File: config.mk
export PLATFORM = sky130hd
export DESIGN_NAME = deskew_bond
export DESIGN_NICKNAME = d
export VERILOG_FILES = /design/src/rtl/dsk_pkg.sv /design/src/rtl/dsk_lane_fifo.sv /design/src/rtl/dsk_bond_ctrl.sv /design/src/rtl/deskew_bond.sv
export SDC_FILE = /design/constraint.sdc
export NUM_CORES = 1
export LEC_CHECK = 0
export CAP_MARGIN = 20
export CORE_ASPECT_RATIO = 0.75
export CORE_MARGIN = 2
export CORE_UTILIZATION = 64
export CTS_CLUSTER_SIZE = 25
export DETAILED_ROUTE_END_ITERATION = 6
export PLACE_DENSITY = 0.93
export SKIP_LAST_GASP = 1
export SYNTH_ARGS = -nofsm -noshare
export SYNTH_HDL_FRONTEND = slang
export SYNTH_SLANG_ARGS = --single-unit
File: constraint.sdc
create_clock -name clk -period 9.4 [get_ports clk]
set_clock_uncertainty 0.15 [all_clocks]
set_input_delay 2.82 -clock clk [delete_from_list [all_inputs] [get_ports clk]]
set_output_delay 2.82 -clock clk [all_outputs]
set_load 0.02 [all_outputs]
File: src/rtl/dsk_pkg.sv
package dsk_pkg;
  localparam int SYM_W = 8;
  localparam logic [SYM_W-1:0] BOND_MARK = 8'h7C;
  typedef enum logic {ST_HUNT, ST_LOCKED} bond_st_e;
endpackage

File: src/rtl/dsk_lane_fifo.sv
module dsk_lane_fifo #(
  parameter int W     = 9,
  parameter int DEPTH = 8
) (
  input  logic         clk,
  input  logic         rst_n,
  input  logic         flush,
  input  logic         wr_en,
  input  logic [W-1:0] wr_data,
  input  logic         rd_en,
  output logic [W-1:0] rd_data,
  output logic         empty,
  output logic         full
);
  localparam int AW = $clog2(DEPTH);

  logic [W-1:0] mem [DEPTH];
  logic [AW:0]  wp_q, rp_q, wp_d, rp_d;

  always_comb begin
    wp_d = wp_q;
    rp_d = rp_q;
    if (flush) begin
      wp_d = '0;
      rp_d = '0;
    end else begin
      if (wr_en) wp_d = wp_q + (AW+1)'(1);
      if (rd_en) rp_d = rp_q + (AW+1)'(1);
    end
  end

  always_ff @(posedge clk or negedge rst_n) begin
    if (!rst_n) begin
      wp_q <= '0;
      rp_q <= '0;
    end else begin
      wp_q <= wp_d;
      rp_q <= rp_d;
    end
  end

  always_ff @(posedge clk) begin
    if (wr_en && !flush) mem[wp_q[AW-1:0]] <= wr_data;
  end

  assign rd_data = mem[rp_q[AW-1:0]];
  assign empty   = (wp_q == rp_q);
  assign full    = (wp_q[AW] != rp_q[AW]) && (wp_q[AW-1:0] == rp_q[AW-1:0]);
endmodule

File: src/rtl/dsk_bond_ctrl.sv
module dsk_bond_ctrl import dsk_pkg::*; #(
  parameter int LANES    = 4,
  parameter int MAX_SKEW = 6
) (
  input  logic             clk,
  input  logic             rst_n,
  input  logic [LANES-1:0] mark_in,
  input  logic [LANES-1:0] nempty,
  input  logic [LANES-1:0] head_mark,
  output logic [LANES-1:0] seen,
  output logic             locked,
  output logic             pop,
  output logic             flush,
  output logic             err
);
  localparam int CW = $clog2(MAX_SKEW + 2);

  bond_st_e         st_q, st_d;
  logic [LANES-1:0] seen_q, seen_d;
  logic [CW-1:0]    cnt_q, cnt_d;
  logic             err_q, err_d;

  always_comb begin
    st_d   = st_q;
    seen_d = seen_q;
    cnt_d  = cnt_q;
    err_d  = 1'b0;
    pop    = 1'b0;
    flush  = 1'b0;
    case (st_q)
      ST_HUNT: begin
        if (&seen_q) begin
          pop    = 1'b1;
          st_d   = ST_LOCKED;
          seen_d = '0;
          cnt_d  = '0;
        end else begin
          seen_d = seen_q | mark_in;
          if (|seen_q) begin
            if (!(&seen_d) && (cnt_q == CW'(MAX_SKEW))) begin
              flush  = 1'b1;
              seen_d = '0;
              cnt_d  = '0;
              err_d  = 1'b1;
            end else begin
              cnt_d = cnt_q + CW'(1);
            end
          end else if (|mark_in) begin
            cnt_d = CW'(1);
          end
        end
      end
      default: begin
        if (&nempty) begin
          if ((|head_mark) && !(&head_mark)) begin
            flush = 1'b1;
            st_d  = ST_HUNT;
          end else begin
            pop = 1'b1;
          end
        end
      end
    endcase
  end

  always_ff @(posedge clk or negedge rst_n) begin
    if (!rst_n) begin
      st_q   <= ST_HUNT;
      seen_q <= '0;
      cnt_q  <= '0;
      err_q  <= 1'b0;
    end else begin
      st_q   <= st_d;
      seen_q <= seen_d;
      cnt_q  <= cnt_d;
      err_q  <= err_d;
    end
  end

  assign seen   = seen_q;
  assign locked = (st_q == ST_LOCKED);
  assign err    = err_q;
endmodule

File: src/rtl/deskew_bond.sv
module deskew_bond import dsk_pkg::*; #(
  parameter int LANES    = 4,
  parameter int DEPTH    = 8,
  parameter int MAX_SKEW = 6
) (
  input  logic                   clk,
  input  logic                   rst_n,
  input  logic [LANES-1:0]       in_vld,
  input  logic [LANES-1:0]       in_k,
  input  logic [LANES*SYM_W-1:0] in_data,
  output logic                   out_vld,
  output logic [LANES-1:0]       out_k,
  output logic [LANES*SYM_W-1:0] out_data,
  output logic                   bonded,
  output logic                   skew_err
);
  localparam int FW = SYM_W + 1;

  logic [LANES-1:0]         mark_in, head_mark, nempty, lane_empty, lane_full;
  logic [LANES-1:0]         want_wr, wr_en, seen;
  logic [LANES-1:0][FW-1:0] head;
  logic                     locked, pop, flush, err;
  logic                     vld_q;
  logic [LANES-1:0]         k_q;
  logic [LANES*SYM_W-1:0]   data_q;

  for (genvar l = 0; l < LANES; l++) begin : g_lane
    logic [SYM_W-1:0] sym;
    assign sym          = in_data[l*SYM_W +: SYM_W];
    assign mark_in[l]   = in_vld[l] & in_k[l] & (sym == BOND_MARK);
    assign want_wr[l]   = in_vld[l] & ~flush & (locked | seen[l] | mark_in[l]);
    assign wr_en[l]     = want_wr[l] & (~lane_full[l] | pop);
    assign nempty[l]    = ~lane_empty[l];
    assign head_mark[l] = head[l][SYM_W] & (head[l][SYM_W-1:0] == BOND_MARK);

    dsk_lane_fifo #(.W(FW), .DEPTH(DEPTH)) u_fifo (
      .clk     (clk),
      .rst_n   (rst_n),
      .flush   (flush),
      .wr_en   (wr_en[l]),
      .wr_data ({in_k[l], sym}),
      .rd_en   (pop),
      .rd_data (head[l]),
      .empty   (lane_empty[l]),
      .full    (lane_full[l])
    );
  end

  dsk_bond_ctrl #(.LANES(LANES), .MAX_SKEW(MAX_SKEW)) u_ctrl (
    .clk       (clk),
    .rst_n     (rst_n),
    .mark_in   (mark_in),
    .nempty    (nempty),
    .head_mark (head_mark),
    .seen      (seen),
    .locked    (locked),
    .pop       (pop),
    .flush     (flush),
    .err       (err)
  );

  always_ff @(posedge clk or negedge rst_n) begin
    if (!rst_n) vld_q <= 1'b0;
    else        vld_q <= pop;
  end

  always_ff @(posedge clk) begin
    if (pop) begin
      for (int l = 0; l < LANES; l++) begin
        k_q[l]                  <= head[l][SYM_W];
        data_q[l*SYM_W +: SYM_W] <= head[l][SYM_W-1:0];
      end
    end
  end

  assign out_vld  = vld_q;
  assign out_k    = k_q;
  assign out_data = data_q;
  assign bonded   = locked;
  assign skew_err = err;
endmodule

Word level (Yosys, flattened, before mapping)
Memory sizes are Yosys's and may differ from the RTL's.
Index checks and enable logic that the tools add are counted.
{ "word_totals": {"mem_bits_rw": 288, "memories": 4, "out_inout_bits": 39, "mem_bits_ro": 0, "inputBits": 42, "latch_bits": 0, "wordCells": 167, "reg_bits": 78} }
{ "memory_table": {"columns": ["name", "depth", "width", "read_ports", "rd_ports_with_merged_regs", "write_ports", "line", "text"], "rows": [
  ["g_lane[0].u_fifo.mem", 8, 9, 1, 0, 1, "dsk_lane_fifo.sv:17", "logic [W-1:0] mem [DEPTH];"],
  ["g_lane[1].u_fifo.mem", 8, 9, 1, 0, 1, "dsk_lane_fifo.sv:17", null],
  ["g_lane[2].u_fifo.mem", 8, 9, 1, 0, 1, "dsk_lane_fifo.sv:17", null],
  ["g_lane[3].u_fifo.mem", 8, 9, 1, 0, 1, "dsk_lane_fifo.sv:17", null]
]} }
{ "classes": {"multipliers": 0, "eq_ne": 21, "order_cmp": 0, "n_shift": 0, "mux": 44, "reduce_logical": 27, "div_mod_pow": 0, "add_sub_neg": 9, "n_bitwise": 47} }
{ "op_table": {"columns": ["operator", "count"], "rows": [
  ["$mux W4", 19],
  ["$eq A8 B7 Y1 const B", 8],
  ["$add A4 B1 Y4 const B", 8],
  ["$and A1 B1 Y1", 24],
  ["$mux W1", 21],
  ["$eq A4 B4 Y1", 4],
  ["$reduce_and A4 Y1", 4],
  ["$eq A3 B3 Y1", 4],
  ["$mux W3", 4],
  ["$or A1 B1 Y1", 12],
  ["$reduce_or A4 Y1", 3],
  ["$logic_and A1 B1 Y1", 10],
  ["$not A1 Y1", 10],
  ["$reduce_bool A2 Y1", 5],
  ["$ne A1 B1 Y1", 4],
  ["$or A4 B4 Y4", 1],
  ["$add A3 B1 Y3 const B", 1],
  ["$eq A3 B3 Y1 const B", 1],
  ["$logic_not A1 Y1", 3],
  ["$reduce_bool A3 Y1", 1],
  ["$reduce_and A2 Y1", 1]
]} }

Logic depth before layout (Yosys ltp)
Gate-level depths: netlist of the first run.
{ "depth": {"word_depth": 17, "depth_mapped": 11, "depth_no_buf": 9} }

Hierarchy
A second synthesis of the first run with hierarchy kept.
{ "unflattened": {"hier_cells": 762, "hier_area_um2": 14963.1} }
{ "by_module_without_submodules": {"columns": ["mod", "n_inst", "seq_area_each_um2", "cells_each", "area_each_um2"], "rows": [
  ["dsk_lane_fifo (g_lane[2].u_fifo ...)", 2, 2362.3, 158, 3251.9],
  ["dsk_lane_fifo (g_lane[1].u_fifo)", 1, 2362.3, 159, 3256.9],
  ["dsk_lane_fifo (g_lane[0].u_fifo)", 1, 2362.3, 159, 3254.4],
  ["deskew_bond", 1, 1106.1, 77, 1446.4],
  ["dsk_bond_ctrl", 1, 225.2, 51, 501.7]
]} }

Worst setup path after synthesis of the first run
No wires, ideal clock.
{ "synth_path": {"kind": "input port to flip-flop", "from": "in in_data[1]", "to": "mem g_lane[2].u_fifo.mem[2][0] (enable)", "stages": 8, "arrival_ps": 5781, "path_slack_ps": 3066, "setup_ps": 403, "n_path_buf": 0, "required_time_ps": 8847, "path_cell_list": "or4b_2 -> nor3_1 -> o22ai_1 -> o2111ai_1 -> nand2_1 -> a21oi_1 -> o21ai_2 -> nor4b_1"} }
{ "synth_via": {"elab_chain_len": 17, "elab_cells_between_ends": 18, "cone_classes": "eq/ne (1); mux (6); bitwise (6); reduce/logical (5)"} }
{ "synth_rtl": {"columns": ["element", "line", "text"], "rows": [
  ["from (decl)", "deskew_bond.sv:10", "input logic [LANES*SYM_W-1:0] in_data,"],
  ["$eq A8 B7 Y1 (*)", "deskew_bond.sv:30", "assign mark_in[l] = in_vld[l] & in_k[l] & (sym == BOND_MARK);"],
  ["$and A1 B1 Y1 (*)", "deskew_bond.sv:30", null],
  ["$or A4 B4 Y4 (*)", "dsk_bond_ctrl.sv:38", "seen_d = seen_q | mark_in;"],
  ["$reduce_and A4 Y1 (*)", "dsk_bond_ctrl.sv:40", "if (!(&seen_d) && (cnt_q == CW'(MAX_SKEW))) begin"],
  ["$logic_not A1 Y1 (*)", "dsk_bond_ctrl.sv:40", null],
  ["$logic_and A1 B1 Y1 (*)", "dsk_bond_ctrl.sv:40", null],
  ["$mux W1 (*)", "dsk_bond_ctrl.sv:40", null],
  ["$mux W1 (*)", "dsk_bond_ctrl.sv:39", "if (|seen_q) begin"],
  ["$mux W1 (*)", "dsk_bond_ctrl.sv:32", "if (&seen_q) begin"],
  ["$mux W1 (*)", "dsk_bond_ctrl.sv:30", "case (st_q)"],
  ["$not A1 Y1", "deskew_bond.sv:31", "assign want_wr[l] = in_vld[l] & ~flush & (locked | seen[l] | mark_in[l]);"],
  ["$and A1 B1 Y1 (2 in a row)", "deskew_bond.sv:31", null],
  ["$and A1 B1 Y1", "deskew_bond.sv:32", "assign wr_en[l] = want_wr[l] & (~lane_full[l] | pop);"],
  ["$logic_and A1 B1 Y1 (*)", "dsk_lane_fifo.sv:43", "if (wr_en && !flush) mem[wp_q[AW-1:0]] <= wr_data;"],
  ["$mux W1 (*)", "dsk_lane_fifo.sv:43", null],
  ["$mux W1 (not written as such) (*)", "dsk_lane_fifo.sv:43", null],
  ["to (decl)", "dsk_lane_fifo.sv:17", null]
]} }
Mark *: on every way between the ends. The rest lies on a longest branch, timed or not.

Final worst setup path of the first run
{ "layout_path": {"from": "in in_k[1]", "to": "mem g_lane[2].u_fifo.mem[5][3] (enable)"} }
{ "layout_via": {"elab_chain_len": 17, "elab_cells_between_ends": 18, "cone_classes": "mux (6); bitwise (7); reduce/logical (5)"} }
{ "layout_rtl": {"columns": ["element", "line", "text"], "rows": [
  ["from (decl)", "deskew_bond.sv:9", "input logic [LANES-1:0] in_k,"],
  ["$and A1 B1 Y1 (*) (2 in a row)", "deskew_bond.sv:30", null],
  ["$or A4 B4 Y4 (*)", "dsk_bond_ctrl.sv:38", null],
  ["$reduce_and A4 Y1 (*)", "dsk_bond_ctrl.sv:40", null],
  ["$logic_not A1 Y1 (*)", "dsk_bond_ctrl.sv:40", null],
  ["$logic_and A1 B1 Y1 (*)", "dsk_bond_ctrl.sv:40", null],
  ["$mux W1 (*)", "dsk_bond_ctrl.sv:40", null],
  ["$mux W1 (*)", "dsk_bond_ctrl.sv:39", null],
  ["$mux W1 (*)", "dsk_bond_ctrl.sv:32", null],
  ["$mux W1 (*)", "dsk_bond_ctrl.sv:30", null],
  ["$not A1 Y1", "deskew_bond.sv:31", null],
  ["$and A1 B1 Y1 (2 in a row)", "deskew_bond.sv:31", null],
  ["$and A1 B1 Y1", "deskew_bond.sv:32", null],
  ["$logic_and A1 B1 Y1 (*)", "dsk_lane_fifo.sv:43", null],
  ["$mux W1 (*)", "dsk_lane_fifo.sv:43", null],
  ["$mux W1 (not written as such) (*)", "dsk_lane_fifo.sv:43", null]
]} }
Marked as above.

==> results of run 1 <==
metal layers:
layer | up-vias | GRT usage, %
met5 | - | 0
met2 | 427 | 42.20
met4 | 0 | 7.258
met3 | 56 | 4.500
li1 | 3518 | -
met1 | 4075 | 37.34
layout by cell type, fill, tap and decap left out, types with 26 or more instances in the layout:
| master | synthesis | final |
|---|---|---|
| buf_4 | 1 | 26 |
| clkbuf_16 | 0 | 38 |
| clkdlybuf4s50_1 | 0 | 79 |
| dfrtp_1 | 42 | 42 |
| edfxtp_1 | 324 | 324 |
| mux2_2 | 38 | 38 |
| mux4_2 | 62 | 62 |
| nand2_1 | 32 | 32 |
| nor2_1 | 40 | 40 |
cells by family after synthesis:
group	Yosys count	synth area share, %
AOI/OAI and AO/OA	76	3.548
DFF	366	72.09
adders and majority gates	10	0.8367
xor gates and xnor gates	18	1.054
and+or+nand+nor	166	6.259
buffers and inverters	55	1.782
muxes	117	14.43
stage by stage:
step,hold slack [ns],worst slack [ns]
2_1_floorplan,0.3056,3.066
4_1_cts,0.3418,1.934
3_3_place_gp,0.3299,1.739
5_1_grt,0.3847,1.826
3_5_place_dp,0.3309,1.622
6_report,0.3369,2.110
power by group:
group          switching, W  internal, W  total (W)
Combinational     0.0000715    0.0000633   0.000135
Clock              0.000573     0.000857    0.00143
Sequential        0.0000503      0.00179    0.00184
Total              0.000695      0.00271    0.00341
cell usage after synthesis, types with 4 or more instances:
master | instances | area [um^2]
mux4_1 | 10 | 262.8
nor2b_1 | 6 | 37.54
nor4bb_1 | 8 | 80.08
nor4_1 | 6 | 37.54
edfxtp_1 | 324 | 9729
or3_1 | 4 | 25.02
mux2i_1 | 6 | 60.06
inv_1 | 13 | 48.80
xor2_1 | 11 | 96.34
mux4_2 | 62 | 1396
nand2_1 | 32 | 120.1
a32o_1 | 4 | 40.04
nor2_1 | 40 | 150.1
o211ai_1 | 7 | 52.55
mux2_2 | 38 | 427.9
ha_1 | 10 | 125.1
o21ai_0 | 16 | 80.08
nor4b_1 | 9 | 78.83
xnor2_1 | 7 | 61.31
buf_2 | 18 | 90.09
clkbuf_1 | 14 | 52.55
nor3_1 | 10 | 50.05
o22ai_1 | 4 | 25.02
a21oi_1 | 18 | 90.09
dfrtp_1 | 42 | 1051
nand3b_1 | 7 | 52.55
nand4_1 | 18 | 112.6
buf_1 | 5 | 18.77
nand3_1 | 7 | 35.03
o32ai_1 | 4 | 35.03
worst max-delay path by stage:
stage | end | slack (ns) | cells past startpoint
6_report | g_lane[2].u_fifo.mem[5][3]$_DFFE_PP_ | 2.11 | 11
5_1_grt | g_lane[2].u_fifo.mem[3][8]$_DFFE_PP_ | 1.83 | 11
4_1_cts | g_lane[2].u_fifo.mem[2][4]$_DFFE_PP_ | 1.93 | 10
3_5_place_dp | g_lane[2].u_fifo.mem[2][7]$_DFFE_PP_ | 1.62 | 10
3_3_place_gp | g_lane[2].u_fifo.mem[6][4]$_DFFE_PP_ | 1.74 | 10
2_1_floorplan | g_lane[2].u_fifo.mem[2][0]$_DFFE_PP_ | 3.07 | 8
worst max-delay path: cells and delay by family:
family / cells / cell delay (ns)
compound gates: 4 / 1.11
buf+inv: 3 / 1.29
simple gates: 4 / 2.13
cell type report:
class	count	area, um^2
inverter	13	48.80
fill	1200	5519
clock inverter	12	161.4
clock buffer	50	1006
multi-input combinational	387	4014
sequential	366	10780
tap	300	375.4
timing repair buffer	115	1097
flip-flops by register name, indices dropped and copies added, names as in the netlist:
signal / count
out_data: 32
u_ctrl.seen: 4
out_vld: 1
g_lane.u_fifo.mem: 288
u_ctrl.locked: 1
u_ctrl.cnt_q: 3
g_lane.u_fifo.wp_q: 16
g_lane.u_fifo.rp_q: 16
out_k: 4
u_ctrl.err: 1
==> results.json, run 1 <==
{
  "syn2layout_area_growth_pct": 16.91,
  "hold_path_depth": 1,
  "grt_pass1_vias": 8205,
  "drc": 0,
  "core_area_mm2": 0.02300,
  "dp_hpwl_mm": 19.11,
  "critPathLaunchType": "primary input",
  "p_leak_nw": 5.928,
  "cts-htree-levels": 2,
  "start_util_pct": 65.01,
  "drive_gt1_share_pct": 22.38,
  "setup_viol": 0,
  "crit_type": "primary input to flip-flop",
  "wl_mm": 30.84,
  "end_kind": "flip-flop",
  "worst_ep_required_time_ns": 9.47,
  "slowest_stage": "nor4bb_1",
  "cts_buffers": 35,
  "power_density_mw_per_mm2": 194.8,
  "cpPeakStageDelay_ns": 0.80,
  "cts_root_buf": "clkbuf_16",
  "synth_cells": 808,
  "antenna_found_initial": 0,
  "hold_viol": 0,
  "wl_met3_mm": 2.379,
  "cts_resized": 0,
  "rsz0062_at_grt": "no",
  "final_cells": 1243,
  "grt_max_degree": 43,
  "cp.arrival_ns": 7.36,
  "cts_max_path_buffers": 3,
  "overflow": 0,
  "cp-startpoint": "in_k[1]",
  "post-route-util_pct": 76.01,
  "min_period_ns": 7.290,
  "synthDistinctLibCells": 62,
  "placement.cell_area_mm2": 0.01619,
  "drtPass1Iterations": 5,
  "row_count": 48,
  "max_slew_margin_pct": 30.19,
  "ys.flop_type": "edfxtp_1",
  "syn_nets": 860,
  "rr_endpoint": "g_lane[2].u_fifo.mem[5][3]$_DFFE_PP_",
  "gp_congestion": 0.8263,
  "io_pins": 81,
  "drt_iter0_markers": 964,
  "grt_pass1_wl_mm": 48.24,
  "synth.cell_area_mm2": 0.01495,
  "wl_per_cell_um": 24.81,
  "final_antenna_net_count": 0,
  "post_drt_via_cell_ratio": 6.497,
  "final_area_mm2": 0.01748,
  "wl_met1_mm": 12.56,
  "total_power_w": 0.003406,
  "num_vias": 8076,
  "ctsHoldBuffers": 0,
  "yosys_warnings": 0,
  "insertion_delay_ns": 0.52,
  "tightest_slew_ns": 1.043,
  "clk_pin_slew_ns": 0.06,
  "final_nets": 970,
  "die_y_um": 136.4,
  "synth-seq-cells": 366,
  "die_x_um": 180.5,
  "postSynth.asyncResetShare_pct": 11.48,
  "dieArea_mm2": 0.02462,
  "clock.fmax_mhz": 137.2,
  "antenna_cells": 0,
  "synth.avg_cell_area_um2": 18.51,
  "holdPathEnd": "u_ctrl.cnt_q[0]$_DFFE_PN0P_",
  "cts_sinks": 366,
  "peakVddDrop_mv": 0.1545,
  "dp.cells": 1169,
  "r2r_setup_slack_ns": 4.09,
  "synth_edf_count": 324,
  "r2r-start": "g_lane[1].u_fifo.rp_q[0]$_DFFE_PN0P_",
  "post_cts_buffers": 0,
  "finalCritPeriodShare_pct": 77.55,
  "wl_met2_mm": 15.24,
  "cts_tree": "done",
  "io_buffer_count": 80,
  "cap_violations": 0,
  "hold_start": "u_ctrl.cnt_q[0]$_DFFE_PN0P_",
  "hp-class": "flip-flop to flip-flop",
  "worstPathCellList": "clkdlybuf4s50_1, nor4bb_1, nor4bb_1, o22ai_1, o2111ai_2, buf_4, nand2_1, a21oi_1, o21ai_2, nor4b_2, buf_4",
  "ys_seq_area_share_pct": 72.09,
  "finalMaxSlewViolations": 0,
  "status": "finished, final reports clean",
  "grt_usage_pct": 25.98,
  "fin_tns_setup_ns": 0,
  "highest_layer": "met4",
  "r2r_cells": 9,
  "critPathMaxFanout": 30
}
Power figures use the tool's default switching activity.
==> inputs of run 2 (changes only) <==
--- a/config.mk
+++ b/config.mk
@@ -8,10 +8,10 @@
 export CAP_MARGIN = 20
 export CORE_ASPECT_RATIO = 0.75
 export CORE_MARGIN = 2
-export CORE_UTILIZATION = 64
+export CORE_UTILIZATION = 54
 export CTS_CLUSTER_SIZE = 25
 export DETAILED_ROUTE_END_ITERATION = 6
-export PLACE_DENSITY = 0.93
+export PLACE_DENSITY = 0.85
 export SKIP_LAST_GASP = 1
 export SYNTH_ARGS = -nofsm -noshare
 export SYNTH_HDL_FRONTEND = slang
==> constraint.sdc (replaced) <==
create_clock -name clk -period 5.9 [get_ports clk]
set_clock_uncertainty 0.15 [all_clocks]
set_input_delay 1.77 -clock clk [delete_from_list [all_inputs] [get_ports clk]]
set_output_delay 1.77 -clock clk [all_outputs]
set_load 0.02 [all_outputs]
==> run 2 against run 1 <==
Sequential cell count is the same; combinational power rose by 58%; highest routed layer unchanged; register-to-register slack worse by 3.1 ns; global-route usage is 4.0 points lower.
==> results.json, run 2 (synthesis gave the netlist of run 1 again) <==
{
  "post-route-util_pct": 65.08,
  "die_x_um": 196.2,
  "io_buffer_count": 80,
  "total_power_w": 0.005398,
  "wl_per_cell_um": 23.70,
  "io_pins": 81,
  "setup_viol": 0,
  "dp_hpwl_mm": 20.55,
  "post_drt_via_cell_ratio": 6.194,
  "final_antenna_net_count": 0,
  "final_nets": 995,
  "highest_layer": "met4",
  "num-fill-cells": 1836,
  "dp.cells": 1257,
  "wl_met1_mm": 13.58,
  "critPathLaunchType": "primary input",
  "drtPass1Iterations": 6,
  "cp.arrival_ns": 5.46,
  "row_count": 52,
  "clk_pin_slew_ns": 0.06,
  "r2r_setup_slack_ns": 0.95,
  "critPathMaxFanout": 9,
  "die_y_um": 148.1,
  "final_area_mm2": 0.01766,
  "gp_congestion": 0.8265,
  "insertion_delay_ns": 0.53,
  "ctsHoldBuffers": 0,
  "hp-class": "flip-flop to flip-flop",
  "status": "finished, final reports clean",
  "worst_ep_required_time_ns": 5.97,
  "final_cell_mix": "edfxtp_1 (324), clkdlybuf4s50_1 (79), mux4_2 (62), buf_4 (60), dfrtp_1 (42)",
  "final_common_cell": "edfxtp_1",
  "rsz0062_at_grt": "no",
  "antenna_found_initial": 0,
  "fin_tns_setup_ns": 0,
  "power_density_mw_per_mm2": 305.7,
  "grt_usage_pct": 21.99,
  "syn2layout_area_growth_pct": 18.06,
  "cts_resized": 0,
  "cts_max_path_buffers": 3,
  "min_period_ns": 5.386,
  "dieArea_mm2": 0.02905,
  "grt_pass1_vias": 8092,
  "drc": 0,
  "largest_reg_flops": 288,
  "wl_mm": 31.23,
  "p_leak_nw": 6.021,
  "drive_gt1_share_pct": 24.20,
  "drt_iter0_markers": 897,
  "start_util_pct": 55.12,
  "cts_buffers": 35,
  "wl_met2_mm": 14.84,
  "cts_root_buf": "clkbuf_16",
  "clock.fmax_mhz": 185.7,
  "overflow": 0,
  "grt_pass1_wl_mm": 47.80,
  "peakVddDrop_mv": 0.2372,
  "cts_tree": "done",
  "wl_met3_mm": 2.295,
  "grt_max_degree": 43,
  "cap_violations": 0,
  "num_vias": 8164,
  "finalMaxSlewViolations": 0,
  "end_kind": "flip-flop",
  "hold_viol": 0,
  "finalCritPeriodShare_pct": 91.28,
  "core_area_mm2": 0.02713,
  "cts_sinks": 366,
  "final_cells": 1318,
  "crit_type": "primary input to flip-flop",
  "antenna_cells": 0,
  "post_cts_buffers": 0,
  "max_slew_margin_pct": 36.00,
  "cts-htree-levels": 2,
  "placement.cell_area_mm2": 0.01653,
  "tightest_slew_ns": 0.9600
}
-- run 2: changes by cell type in the layout (fill, tap and decap cells not counted), sizes merged --
cell,before,now
clkinvlp,2,1
clkinv,6,7
bufinv,4,5
clkbuf,52,47
inv,13,14
buf,34,61
-- run 2: power breakdown --
| group | total (W) | switching (W) | leakage (nW) | internal [W] |
|---|---|---|---|---|
| sequential | 0.00294 | 0.0000833 | 3.42 | 0.00285 |
| combinational | 0.000213 | 0.000110 | 2.06 | 0.000103 |
| clock | 0.00225 | 0.000920 | 0.545 | 0.00133 |
-- run 2: stage by stage --
stage,setup slack [ns],hold slack [ns]
floorplan,0.6160,0.3056
global placement,0.3902,0.3224
detailed placement,0.1612,0.3406
CTS,0.6250,0.3495
global route,0.2944,0.3748
finish,0.5144,0.3444
-- run 2: layer usage --
layer  vias to the layer above  GRT usage (%)
li1                       3563              -
met1                      4219          32.93
met2                       338          34.11
met3                        44          4.036
met4                         0          5.492
met5                         -              0
-- run 2: worst paths after layout --
check	endpoint	depth (start not counted)	from
worst max-delay path	g_lane[2].u_fifo.mem[3][2]$_DFFE_PP_	10	in_k[2]
worst min-delay path	u_ctrl.cnt_q[0]$_DFFE_PN0P_	1	u_ctrl.cnt_q[0]$_DFFE_PN0P_
worst max register to register	out_data[21]$_DFFE_PN_	9	g_lane[2].u_fifo.rp_q[0]$_DFFE_PN0P_
worst min register to register	u_ctrl.cnt_q[0]$_DFFE_PN0P_	1	u_ctrl.cnt_q[0]$_DFFE_PN0P_
max in group asynchronous	g_lane[2].u_fifo.rp_q[2]$_DFFE_PN0P_	1	rst_n
min in group asynchronous	g_lane[1].u_fifo.wp_q[1]$_DFFE_PN0P_	1	rst_n
-- run 2: worst max-delay path, cell delays in order --
cell	delay (ns)
clkdlybuf4s50_1	0.68
nor4bb_1	0.36
nor4bb_1	0.70
o22ai_1	0.23
o2111ai_2	0.29
nand2_1	0.18
a21oi_1	0.28
o21ai_2	0.24
nor4bb_2	0.46
buf_4	0.26
-- run 2: layout make-up --
| cell class | count | area (um^2) | area share, % |
|---|---|---|---|
| clock buffer | 47 | 930.9 | 5.272 |
| clock inverter | 14 | 196.4 | 1.113 |
| inverter | 13 | 48.80 | 0.2764 |
| multi-input combinational | 387 | 4014 | 22.73 |
| sequential | 366 | 10780 | 61.06 |
| tap | 351 | 439.2 | 2.487 |
| timing repair buffer | 140 | 1246 | 7.058 |
==> inputs of run 3 (changes only) <==
--- a/config.mk
+++ b/config.mk
@@ -7,8 +7,8 @@
 export LEC_CHECK = 0
 export CAP_MARGIN = 20
 export CORE_ASPECT_RATIO = 0.75
-export CORE_MARGIN = 2
 export CORE_UTILIZATION = 54
+export CTS_BUF_LIST = sky130_fd_sc_hd__clkbuf_4 sky130_fd_sc_hd__clkbuf_8 sky130_fd_sc_hd__clkbuf_16
 export CTS_CLUSTER_SIZE = 25
 export DETAILED_ROUTE_END_ITERATION = 6
 export PLACE_DENSITY = 0.85
==> run 3 against run 2 <==
First-iteration DRC count fell by 24%; total power increased by 0.21%; global-route usage increased by 0.35 points; register-to-register slack improved by 0.06 ns; via count is 0.24% lower; largest cell class unchanged; largest power group unchanged.
==> results.json, run 3 (synthesis gave the netlist of run 1 again) <==
{
  "grt_pass1_wl_mm": 47.95,
  "internal-power_w": 0.004301,
  "dieArea_mm2": 0.02837,
  "drt_iter0_markers": 683,
  "worst_ep_required_time_ns": 5.96,
  "drtPass1Iterations": 5,
  "dp_hpwl_mm": 20.59,
  "antenna_cells": 0,
  "wl_mm": 31.30,
  "clock.fmax_mhz": 189.9,
  "io_buffer_count": 80,
  "overflow": 0,
  "grt_usage_pct": 22.34,
  "dp_slack_ns": 0.2147,
  "switching_power_w": 0.001108,
  "min_period_ns": 5.267,
  "core_area_mm2": 0.02707,
  "die_x_um": 194.2,
  "pwr-share-seq_pct": 54.3,
  "start_util_pct": 55.25,
  "post_cts_buffers": 0,
  "gp_congestion": 0.8329,
  "row_count": 52,
  "cp_top_family": "simple AND/OR/NAND/NOR gates",
  "final_antenna_net_count": 0,
  "critPathMaxFanout": 9,
  "final_nets": 994,
  "cts-htree-levels": 2,
  "path_common_cell": "nor4bb_1",
  "finalCritPeriodShare_pct": 89.27,
  "wl_per_cell_um": 23.75,
  "crit_type": "primary input to flip-flop",
  "largest_reg_flops": 288,
  "worstPathCellList": "clkdlybuf4s50_1, nor4bb_1, nor4bb_1, o22ai_1, o2111ai_2, nand2_1, a21oi_1, o21ai_2, nor4bb_2, buf_4",
  "tightest_slew_ns": 1.001,
  "status": "finished, final reports clean",
  "max_slew_margin_pct": 33.25,
  "combPwrFrac_pct": 4.0,
  "critical_path_buf_inv_count": 2,
  "grt_pass1_vias": 8208,
  "cts_root_buf": "clkbuf_16",
  "hold_viol": 0,
  "r2r_setup_slack_ns": 1.01,
  "cts_max_path_buffers": 3,
  "peakVddDrop_mv": 0.2469,
  "drive_gt1_share_pct": 25.44,
  "layout_setup_ws_ns": 0.6332,
  "final_cell_mix": "edfxtp_1 (324), clkdlybuf4s50_1 (79), mux4_2 (62), buf_4 (57), dfrtp_1 (42)",
  "cts_sinks": 366,
  "drc": 0,
  "num-fill-cells": 1784,
  "end_kind": "flip-flop",
  "insertion_delay_ns": 0.51,
  "grt_max_degree": 43,
  "ctsHoldBuffers": 0,
  "syn2layout_area_growth_pct": 18.40,
  "p_leak_nw": 6.061,
  "fin_tns_setup_ns": 0,
  "cap_violations": 0,
  "hp-class": "flip-flop to flip-flop",
  "post_drt_via_cell_ratio": 6.179,
  "antenna_found_initial": 0,
  "total_power_w": 0.005409,
  "die_y_um": 146.1,
  "power_density_mw_per_mm2": 305.5,
  "cpPeakStageDelay_ns": 0.72,
  "slowest_stage": "nor4bb_1",
  "finalMaxSlewViolations": 0,
  "clk_pin_slew_ns": 0.06,
  "io_pins": 81,
  "final_common_cell": "edfxtp_1",
  "cts_buffers": 36,
  "rsz0062_at_grt": "no",
  "critPathLaunchType": "primary input",
  "setup_viol": 0,
  "num_vias": 8144,
  "clkPwrFrac_pct": 41.7,
  "cts_resized": 0,
  "cp.arrival_ns": 5.33,
  "cts_tree": "done",
  "swShare_pct": 20.49
}
==> run 3: cell types whose count changed in the layout (fill, tap and decap cells not counted), moves of 2 or more <==
cell,change
clkbuf_8,+3
bufinv_16,-4
buf_4,-3
clkinv_2,+2
clkbuf_4,+10
clkbuf_1,-11
clkbuf_16,+4
==> run 3: area by class of cell <==
type	count	area, um^2	area share (%)
Timing Repair Buffer	138	1244	7.024
Sequential cell	366	10780	60.89
Clock inverter	10	73.82	0.4169
Multi-Input combinational cell	387	4014	22.67
Inverter	13	48.80	0.2756
Clock buffer	53	1106	6.247
Tap cell	351	439.2	2.480
==> run 3: metrics by stage <==
step / hold slack [ns] / area, um^2 / utilization (%) / cells
floorplan: 0.3056 / 14950 / - / 808
global placement: 0.3247 / 16530 / 61.06 / 1255
detailed placement: 0.3322 / 16530 / 61.06 / 1255
CTS: 0.3404 / 17710 / 65.42 / 1318
global route: 0.3693 / 17710 / 65.42 / 1318
finish: 0.3331 / 17710 / 65.42 / 1318
==> run 3: worst paths after layout <==
path / start / to / depth (start not counted)
max: in_k[2] / g_lane[2].u_fifo.mem[3][1]$_DFFE_PP_ / 10
min: u_ctrl.cnt_q[0]$_DFFE_PN0P_ / u_ctrl.cnt_q[0]$_DFFE_PN0P_ / 1
max in group asynchronous: rst_n / g_lane[3].u_fifo.rp_q[1]$_DFFE_PN0P_ / 1
max reg2reg: g_lane[2].u_fifo.rp_q[0]$_DFFE_PN0P_ / out_data[0]$_DFFE_PN_ / 9
min reg2reg: u_ctrl.cnt_q[0]$_DFFE_PN0P_ / u_ctrl.cnt_q[0]$_DFFE_PN0P_ / 1
min in group asynchronous: rst_n / g_lane[1].u_fifo.wp_q[1]$_DFFE_PN0P_ / 1
==> run 3: layer usage <==
layer  up-vias  track usage [%]  routed length (um)
met5         -                0                   0
met4         0            5.794                 620
met3        47            4.181                1991
met2       335            35.05               14910
met1      4181            32.70               13780
li1       3581                -                   -
==> run 3: worst reg2reg max path: cells and delay by family, from the launching register on <==
kind / cells / cell delay, ns
simple gates: 4 / 1.42
mux: 2 / 0.96
buf+inv: 2 / 0.86
flops: 1 / 0.76
compound gates: 1 / 0.45
==> run 3: power groups by stage <==
| stage | Sequential, W | Clock (W) | Combinational, W |
|---|---|---|---|
| after floorplan | 0.00293 | 0 | 0.000147 |
| after global placement | 0.00298 | 0 | 0.000203 |
| after detailed placement | 0.00299 | 0 | 0.000213 |
| after CTS | 0.00293 | 0.00229 | 0.000216 |
| after global routing | 0.00294 | 0.00239 | 0.000238 |
| final | 0.00294 | 0.00226 | 0.000217 |
